$ cat config.mk
export PLATFORM = sky130hd
export DESIGN_NAME = uart_cts_tx
export DESIGN_NICKNAME = d
export VERILOG_FILES = /design/src/rtl/uart_cts_tx_pkg.sv /design/src/rtl/tx_cts_sync.sv /design/src/rtl/tx_baud_count.sv /design/src/rtl/tx_frame_shift.sv /design/src/rtl/tx_flow_gate.sv /design/src/rtl/uart_cts_tx.sv
export SDC_FILE = /design/constraint.sdc
export NUM_CORES = 1
export LEC_CHECK = 0
export ABC_AREA = 0
export BUFFER_PORTS_ARGS = -buffer_cell sky130_fd_sc_hd__buf_2
export CORE_MARGIN = 5
export CORE_UTILIZATION = 45
export CTS_BUF_LIST = sky130_fd_sc_hd__clkbuf_16
export CTS_CLUSTER_SIZE = 16
export DETAILED_ROUTE_END_ITERATION = 8
export HOLD_SLACK_MARGIN = 0.06
export PLACE_DENSITY_LB_ADDON = 0.08
export SLEW_MARGIN = 20
export SYNTH_ARGS = -nofsm -noshare
export SYNTH_HDL_FRONTEND = slang
export SYNTH_SLANG_ARGS = --single-unit
$ cat constraint.sdc
create_clock -name clk -period 2.45 [get_ports clk]
set_input_delay 0 -clock clk [delete_from_list [all_inputs] [get_ports clk]]
set_output_delay 0 -clock clk [all_outputs]
set_load 0.01 [all_outputs]
$ cat src/rtl/uart_cts_tx_pkg.sv
package uart_cts_tx_pkg;
  localparam int CHAR_MAX  = 8;
  localparam int FRAME_MAX = 1 + CHAR_MAX + 2;
  localparam int IDX_W     = $clog2(FRAME_MAX);

  typedef enum logic [1:0] {
    LEN5 = 2'b00,
    LEN6 = 2'b01,
    LEN7 = 2'b10,
    LEN8 = 2'b11
  } char_len_e;

  typedef struct packed {
    char_len_e len;
    logic      two_stop;
  } frame_cfg_t;

  function automatic logic [3:0] data_bits(char_len_e l);
    return 4'd5 + {2'b00, 2'(l)};
  endfunction

  // total bits on the line: start + data + stop(s)
  function automatic logic [IDX_W-1:0] frame_bits(frame_cfg_t c);
    return IDX_W'(data_bits(c.len)) + (c.two_stop ? IDX_W'(3) : IDX_W'(2));
  endfunction

  // unused upper bits forced to mark so they can never read as data
  function automatic logic [CHAR_MAX-1:0] fill_unused(logic [CHAR_MAX-1:0] d,
                                                      char_len_e l);
    logic [CHAR_MAX-1:0] keep;
    keep = 8'hFF >> (2'd3 - 2'(l));
    return d | ~keep;
  endfunction
endpackage

$ cat src/rtl/tx_cts_sync.sv
module tx_cts_sync #(
  parameter int STAGES = 2
) (
  input  logic clk,
  input  logic rst_n,
  input  logic cts_n_async,
  output logic cts_ok
);
  logic [STAGES-1:0] chain;

  always_ff @(posedge clk or negedge rst_n) begin
    if (!rst_n) chain <= '1;
    else        chain <= {chain[STAGES-2:0], cts_n_async};
  end

  assign cts_ok = ~chain[STAGES-1];
endmodule

$ cat src/rtl/tx_baud_count.sv
module tx_baud_count #(
  parameter int TICKS_PER_BIT = 16
) (
  input  logic clk,
  input  logic rst_n,
  input  logic run,
  input  logic restart,
  input  logic baud_tick,
  output logic bit_end
);
  localparam int CW = (TICKS_PER_BIT > 1) ? $clog2(TICKS_PER_BIT) : 1;
  localparam logic [CW-1:0] LAST = CW'(TICKS_PER_BIT - 1);

  logic [CW-1:0] cnt;

  always_ff @(posedge clk or negedge rst_n) begin
    if (!rst_n)                cnt <= '0;
    else if (restart)          cnt <= '0;
    else if (run && baud_tick) cnt <= (cnt == LAST) ? '0 : cnt + CW'(1);
  end

  assign bit_end = run && baud_tick && (cnt == LAST);
endmodule

$ cat src/rtl/tx_frame_shift.sv
module tx_frame_shift
  import uart_cts_tx_pkg::*;
(
  input  logic                clk,
  input  logic                rst_n,
  input  logic                load,
  input  logic [CHAR_MAX-1:0] load_data,
  input  frame_cfg_t          load_cfg,
  input  logic                bit_end,
  output logic                active,
  output logic                txd,
  output logic                last_bit,
  output logic                mid_edge
);
  logic [FRAME_MAX-1:0] shreg;
  logic [IDX_W-1:0]     idx;
  logic [IDX_W-1:0]     nbits;
  logic [IDX_W-1:0]     half;

  always_ff @(posedge clk or negedge rst_n) begin
    if (!rst_n) begin
      shreg  <= '1;
      idx    <= '0;
      nbits  <= IDX_W'(FRAME_MAX);
      active <= 1'b0;
    end else if (load) begin
      shreg  <= {2'b11, fill_unused(load_data, load_cfg.len), 1'b0};
      idx    <= '0;
      nbits  <= frame_bits(load_cfg);
      active <= 1'b1;
    end else if (bit_end) begin
      shreg <= {1'b1, shreg[FRAME_MAX-1:1]};
      if (last_bit) begin
        idx    <= '0;
        active <= 1'b0;
      end else begin
        idx <= idx + IDX_W'(1);
      end
    end
  end

  assign half     = nbits >> 1;
  assign last_bit = (idx == nbits - IDX_W'(1));
  assign mid_edge = bit_end && ((idx + IDX_W'(1)) == half);
  assign txd      = shreg[0];
endmodule

$ cat src/rtl/tx_flow_gate.sv
module tx_flow_gate (
  input  logic clk,
  input  logic rst_n,
  input  logic flow_en,
  input  logic cts_ok,
  input  logic active,
  input  logic mid_edge,
  input  logic frame_done,
  input  logic accept,
  output logic can_start
);
  logic mid_ok;
  logic credit;

  always_ff @(posedge clk or negedge rst_n) begin
    if (!rst_n) begin
      mid_ok <= 1'b0;
      credit <= 1'b0;
    end else begin
      if (accept)        mid_ok <= 1'b0;
      else if (mid_edge) mid_ok <= cts_ok;
      if (accept)          credit <= 1'b0;
      else if (frame_done) credit <= mid_ok;
    end
  end

  assign can_start = !flow_en || cts_ok || (active ? mid_ok : credit);
endmodule

$ cat src/rtl/uart_cts_tx.sv
module uart_cts_tx
  import uart_cts_tx_pkg::*;
#(
  parameter int TICKS_PER_BIT = 16,
  parameter int SYNC_STAGES   = 2
) (
  input  logic       clk,
  input  logic       rst_n,
  input  logic       baud_tick,
  input  logic [7:0] in_data,
  input  logic       in_valid,
  output logic       in_ready,
  input  logic [1:0] cfg_len,
  input  logic       cfg_two_stop,
  input  logic       cfg_flow_en,
  input  logic       cts_n,
  output logic       txd,
  output logic       busy
);
  logic       cts_ok;
  logic       bit_end;
  logic       active;
  logic       last_bit;
  logic       mid_edge;
  logic       frame_done;
  logic       can_start;
  logic       accept;
  frame_cfg_t cfg_now;

  assign cfg_now.len      = char_len_e'(cfg_len);
  assign cfg_now.two_stop = cfg_two_stop;

  tx_cts_sync #(.STAGES(SYNC_STAGES)) u_sync (
    .clk(clk), .rst_n(rst_n), .cts_n_async(cts_n), .cts_ok(cts_ok)
  );

  tx_baud_count #(.TICKS_PER_BIT(TICKS_PER_BIT)) u_baud (
    .clk(clk), .rst_n(rst_n), .run(active), .restart(accept),
    .baud_tick(baud_tick), .bit_end(bit_end)
  );

  tx_frame_shift u_shift (
    .clk(clk), .rst_n(rst_n), .load(accept), .load_data(in_data),
    .load_cfg(cfg_now), .bit_end(bit_end), .active(active), .txd(txd),
    .last_bit(last_bit), .mid_edge(mid_edge)
  );

  tx_flow_gate u_gate (
    .clk(clk), .rst_n(rst_n), .flow_en(cfg_flow_en), .cts_ok(cts_ok),
    .active(active), .mid_edge(mid_edge), .frame_done(frame_done),
    .accept(accept), .can_start(can_start)
  );

  assign frame_done = bit_end && last_bit;
  assign in_ready   = (!active || frame_done) && can_start;
  assign accept     = in_valid && in_ready;
  assign busy       = active;
endmodule

# Yosys cells after proc, flatten, opt, wreduce, memory -nomap -nowiden
# Cells that the tools add are included.
# Widths: inputs -> output; s select.
# word_totals
out_inout_bits	3
ff_bits	28
in_bits	17
# op_classes
shifts	1
muxes	17
bitwise_logic	3
reduce_logical	17
add_sub_neg	6
n_eq_ne	3
# ops
operator	n
$mux 4	6
$mux 11	2
$reduce_bool 2->1	5
$mux 1	9
$add 4x1->4 const B	2
$not 8->8	1
$or 8x8->8	1
$shr 8x2->8 const A	1
$logic_and 1x1->1	6
$add 3x2->4 const A	1
$add 4x4->4	1
$eq 4x3->1	1
$eq 4x4->1	1
$eq 4x4->1 const B	1
$sub 4x1->4 const B	1
$logic_or 1x1->1	3
$logic_not 1->1	2
$reduce_and 2->1	1
$sub 2x2->2 const A	1
$not 1->1	1

# Longest topological paths before layout
# depth
depth_word	8
mapped_depth	8
ltp_nobuf	7

# Hierarchy
# A second synthesis with hierarchy kept.
# hier_totals
cells_unflattened	140
area_unflattened_um2	1405.1
# modules_own_cells
mod	cells_per_inst	seq_area_each_um2	area_per_inst_um2	instances
tx_frame_shift	101	465.4	1016.0	1
tx_baud_count	23	100.1	203.9	1
tx_flow_gate	8	50.0	95.1	1
tx_cts_sync	3	52.6	56.3	1
uart_cts_tx	5	0.0	33.8	1

# Worst setup path after synthesis
# OpenSTA, ideal clock, no wires.
# synth_path
path_type	register to register
start	reg u_shift.nbits[0]
end	reg u_shift.shreg[1]
required_time_ps	2368
n_path_buf	0
path_stages_with_launch	8
slack_ps	446
setup_time_ps	82
period_less_slack_ps	2004
arrival_ps	1922
path_cell_list	dfstp_2 inv_1 ha_1 xor2_1 nand3_2 nor2_4 a41oi_4 mux2_4
# synth_via
elab_chain_len	7
word_cells_on_any_way	8
classes_between	add/sub (1); eq/ne (1); mux (1); reduce/logical (5)
# synth_lines
element	line	source
from (decl)	tx_frame_shift.sv:17	logic [IDX_W-1:0] nbits;
from (signal assigned)	tx_frame_shift.sv:24	nbits <= IDX_W'(FRAME_MAX);
from (signal assigned)	tx_frame_shift.sv:29	nbits <= frame_bits(load_cfg);
$sub 4x1->4 *	tx_frame_shift.sv:43	assign last_bit = (idx == nbits - IDX_W'(1));
$eq 4x4->1 *	tx_frame_shift.sv:43	
$logic_and 1x1->1 *	uart_cts_tx.sv:54	assign frame_done = bit_end && last_bit;
$logic_or 1x1->1 *	uart_cts_tx.sv:55	assign in_ready = (!active || frame_done) && can_start;
$logic_and 1x1->1 *	uart_cts_tx.sv:55	
$logic_and 1x1->1 *	uart_cts_tx.sv:56	assign accept = in_valid && in_ready;
$mux 11 or $reduce_bool 2->1 (tied branches)	--	
to (signal assigned)	tx_frame_shift.sv:27	shreg <= {2'b11, fill_unused(load_data, load_cfg.len), 1'b0};
to (signal assigned)	tx_frame_shift.sv:32	shreg <= {1'b1, shreg[FRAME_MAX-1:1]};
to (decl)	tx_frame_shift.sv:15	logic [FRAME_MAX-1:0] shreg;
# Mark *: on every way between the ends. The rest lies on a longest branch, timed or not.
# A chain may end at the register's enable or synchronous reset.

# Worst setup path after layout
# layout_path
start	reg u_shift.nbits[0]
end	out in_ready
# layout_via
elab_chain_len	5
# layout_lines
element	line	source
$sub 4x1->4	tx_frame_shift.sv:43	
$eq 4x4->1	tx_frame_shift.sv:43	
$logic_and 1x1->1	uart_cts_tx.sv:54	
$logic_or 1x1->1	uart_cts_tx.sv:55	
$logic_and 1x1->1	uart_cts_tx.sv:55	
to (decl)	uart_cts_tx.sv:12	output logic in_ready,
# No other way between the ends.

==> results.md <==
* Post-synth top area share at 25.2%
* CP arrival at about 2300 ps
* Reg clk slew, reported paths at ~60 ps
* Post-synthesis sequential area ratio at 45.7%
* Synth top area cells: dfstp_2 (25%), dfrtp_1 (21%), mux2i_1 (6.2%), nand2_1 (6.2%), mux2_4 (5.1%)
* Reg2Reg Setup Slack at about 210 ps
* Slowest CP cell: dfstp_2
* Yosys top cell by area: dfstp_2
* FILL cells at around 280
* Post-route DRC at 0
* Rows at 20
* Routed length on met1 at between 1 and 1.5 mm
* Final Util at 59.1%
* Synth Cell Area at 0.00146 mm2
* Die X at roughly 67 um
* Vias per std cell at roughly 4.9
* Final period demand of the worst path at around 2300 ps
* Largest net degree at the start of global routing at 27
* HP Start: in_data[7]
* Seq cells post-synth at 26
* Reg2reg end: u_shift.nbits[2]$_DFFE_PN0P_
* Port Buffers at 19
* RD Place Congestion at 0.786
* Initial antenna violation count at 0
* Core area at between 0.003 and 0.004 mm2
* Crit-path cells: inv_1, ha_1, xor2_1, nand3_2, nor3_1, a21oi_1, a21oi_1, buf_2
* Syn_area_per_cell at 10.5 um2
* Cells after Synth at between 100 and 150
* Deepest clock path buffer count at 2
* Worst Tran Pin Value at slightly below 1000 ps
* Initial Utilization at a little under half
* Clock Skews at about 5.8 ps
* # clock sinks at 26
* CP endpoint kind: output port
* Total CTS buffers at 3
* Crit-path leading delay family: flip-flops
* RSZ-0062 raised after global routing: no
* Start-to-end type of the worst setup path: flop to output port
* WHS Path Cells at 3
* Number of library cell types mapped by synthesis at 36
* Pwr dens at 879 mW/mm2
* Max Used Layer: met4
* Share of layout cells above drive strength 1 at around 30%
* Fin crit share at 93.2%
* Worst EP required at 2450 ps
* H-tree Lvls at 1
* Detailed Route Iter0 Violations at 19
* Area grow syn2layout at 24.5%
* Vias at around 1100
* Maximum capacitance violations at 0
* Net count, final at just under 200
* Ys Warns at 0
* Fraction of registers with async set/reset at between 90% and 100%
* Final count of hold timing violations at 0
* Worst-path maximum fanout at 4
* Mapped Nets at roughly 160
* GRT Total Usage at 14.8%
* Pins Over Slew Limit at 0
* DIE AREA at 0.00449 mm2
* Vias in the first global route at roughly 1100
* Final wirelength at 2.80 mm
* ANT nets after route at 0
* Worst-Skew Late Latency at 260 ps
* Diode count at 0
* Final setup vio count at 0
* Hold path endpoint: u_shift.shreg[8]$_DFFE_PN1P_
* Clock root buffer: clkbuf_16
* Prevailing post-synth register cell: dfstp_2
* Met3 wire len at 122 um
* IO Pins at 20
* First-pass GRT wire length at just over 5 mm
* Worst IR drop on VDD at 0.452 mV
* Worst R2R Start: u_shift.nbits[0]$_DFFE_PN1P_
* Number of flops mapped to enable cells by yosys at 0
* CP peak stage delay at 550 ps
* Die outline height at 67.0 um
* TritonRoute pass-1 iters at 3
* Setup TNS at 0 ps
* Drt wl/cell at between 10 and 15 um
* Achievable Freq at roughly 440 MHz
* HP Class: input port to flop
* CTS tree: yes
* Static Leak at around 0.88 nW
* Gr ovfl total at 0
* Post-detail-place hpwl at ~2.1 mm
* # resized after CTS at 0
* Rel. slew slack at between 30% and 40%
* WP buf/inv at 2
* WL met2 at approximately 1.3 mm
* Most used cell, CP: a21oi_1
* Length in cells of the worst reg-to-reg path at 7
* Setup crit start kind: flop
* Status: completed
## state kept, by name, indices dropped and copies added, names as in the netlist
signal and count:
u_shift.nbits 4, u_baud.cnt 4, u_shift.active 1, u_sync.chain 2
u_gate.mid_ok 1, u_gate.credit 1, u_shift.idx 4, u_shift.shreg 9
## layer usage
metal / GRT usage (%) / vias to the layer above
met3: 3.71 / 2
met4: 3.04 / 0
li1: - / 538
met2: 24.4 / 16
met1: 19.7 / 497
met5: 0 / -
## layout make-up
class / instances / area, um2 / area share [%]
well taps: 44 / 55.1 / 3.03
inverters: 9 / 33.8 / 1.86
multi-input cells: 100 / 739 / 40.6
clock buffers: 3 / 75.1 / 4.13
repair buffers: 32 / 218 / 12.0
clock inverters: 1 / 30.0 / 1.65
flip-flops and latches: 26 / 668 / 36.7
## where the power goes
group / switching [mW] / internal [mW] / leakage, nW
clock network: 0.145 / 0.325 / 0.0511
registers: 0.102 / 0.611 / 0.293
logic: 0.191 / 0.225 / 0.532
total: 0.438 / 1.16 / 0.877
## timing repair
action | CTS | global route
hold buffers | 10 | 0
endpoints found under the hold margin | 20 | 0
setup buffers | 0 | 0
## cells by family after synthesis
family                   after synthesis  synth area share [%]
AND/OR/NAND/NOR                       50                  16.0
adder cells (fa/ha/maj)                5                  4.28
XOR/XNOR                              13                  9.25
AO/OA/AOI/OAI                         17                  8.99
multiplexers                          15                  12.1
flip-flops                            26                  45.7
buffers and inverters                 13                  3.68
## worst max path at each step
| stage | from | to | slack, ps | cells past startpoint |
|---|---|---|---|---|
| 5_1_grt | u_shift.nbits[0]$_DFFE_PN1P_ | in_ready | 20 | 8 |
| 4_1_cts | u_shift.nbits[0]$_DFFE_PN1P_ | in_ready | 160 | 8 |
| 2_1_floorplan | u_shift.nbits[0]$_DFFE_PN1P_ | u_shift.shreg[1]$_DFFE_PN1P_ | 450 | 7 |
| 6_report | u_shift.nbits[0]$_DFFE_PN1P_ | in_ready | 170 | 8 |
| 3_3_place_gp | u_shift.nbits[0]$_DFFE_PN1P_ | u_shift.nbits[2]$_DFFE_PN0P_ | 280 | 7 |
| 3_5_place_dp | u_shift.nbits[0]$_DFFE_PN1P_ | u_shift.nbits[2]$_DFFE_PN0P_ | 210 | 7 |
## Yosys cell counts (2+ instances only)
library cell	number
ha_1	5
nor2_1	8
dfrtp_1	12
nand2_1	24
nor3_1	4
dfstp_2	14
inv_1	9
o31a_1	2
or3_1	2
mux2_4	5
nand3_1	3
xnor2_1	5
nand4_1	2
xor2_1	6
a21oi_1	8
mux2i_1	9
clkbuf_1	2
## stage by stage
step                      power (mW)  worst slack, ps  std cells  hold slack [ps]  cell area (um2)
after floorplan                 1.02              446        139             -296             1460
after global placement          1.12              281        201             31.9             1610
after detailed placement        1.13              213        201             37.1             1610
after CTS                       1.62              158        215             77.4             1820
after global routing            1.71             23.7        215             96.4             1820
final                           1.60              167        215             78.4             1820
## worst min-delay path: cells and delay by family
family,cells,cell delay (ps)
buf+inv,1,70
compound gates,1,130
simple gates,1,100
## placed cells by master (no fill, tap or decap), drive strengths merged, types with 2 or more instances in the layout
| master | n |
|---|---|
| buf | 22 |
| ha | 5 |
| nand3 | 4 |
| or2 | 2 |
| clkbuf | 3 |
| mux2 | 6 |
| dlygate4sd3 | 10 |
| mux2i | 9 |
| a21oi | 8 |
| o21ai | 2 |
| nand2 | 24 |
| o31a | 2 |
| nor3 | 4 |
| nor2 | 9 |
| inv | 9 |
| xnor2 | 6 |
| dfrtp | 12 |
| dfstp | 14 |
| xor2 | 6 |
| or3 | 2 |
| nand4 | 2 |
Note: power is estimated with default switching activity, not from simulation.
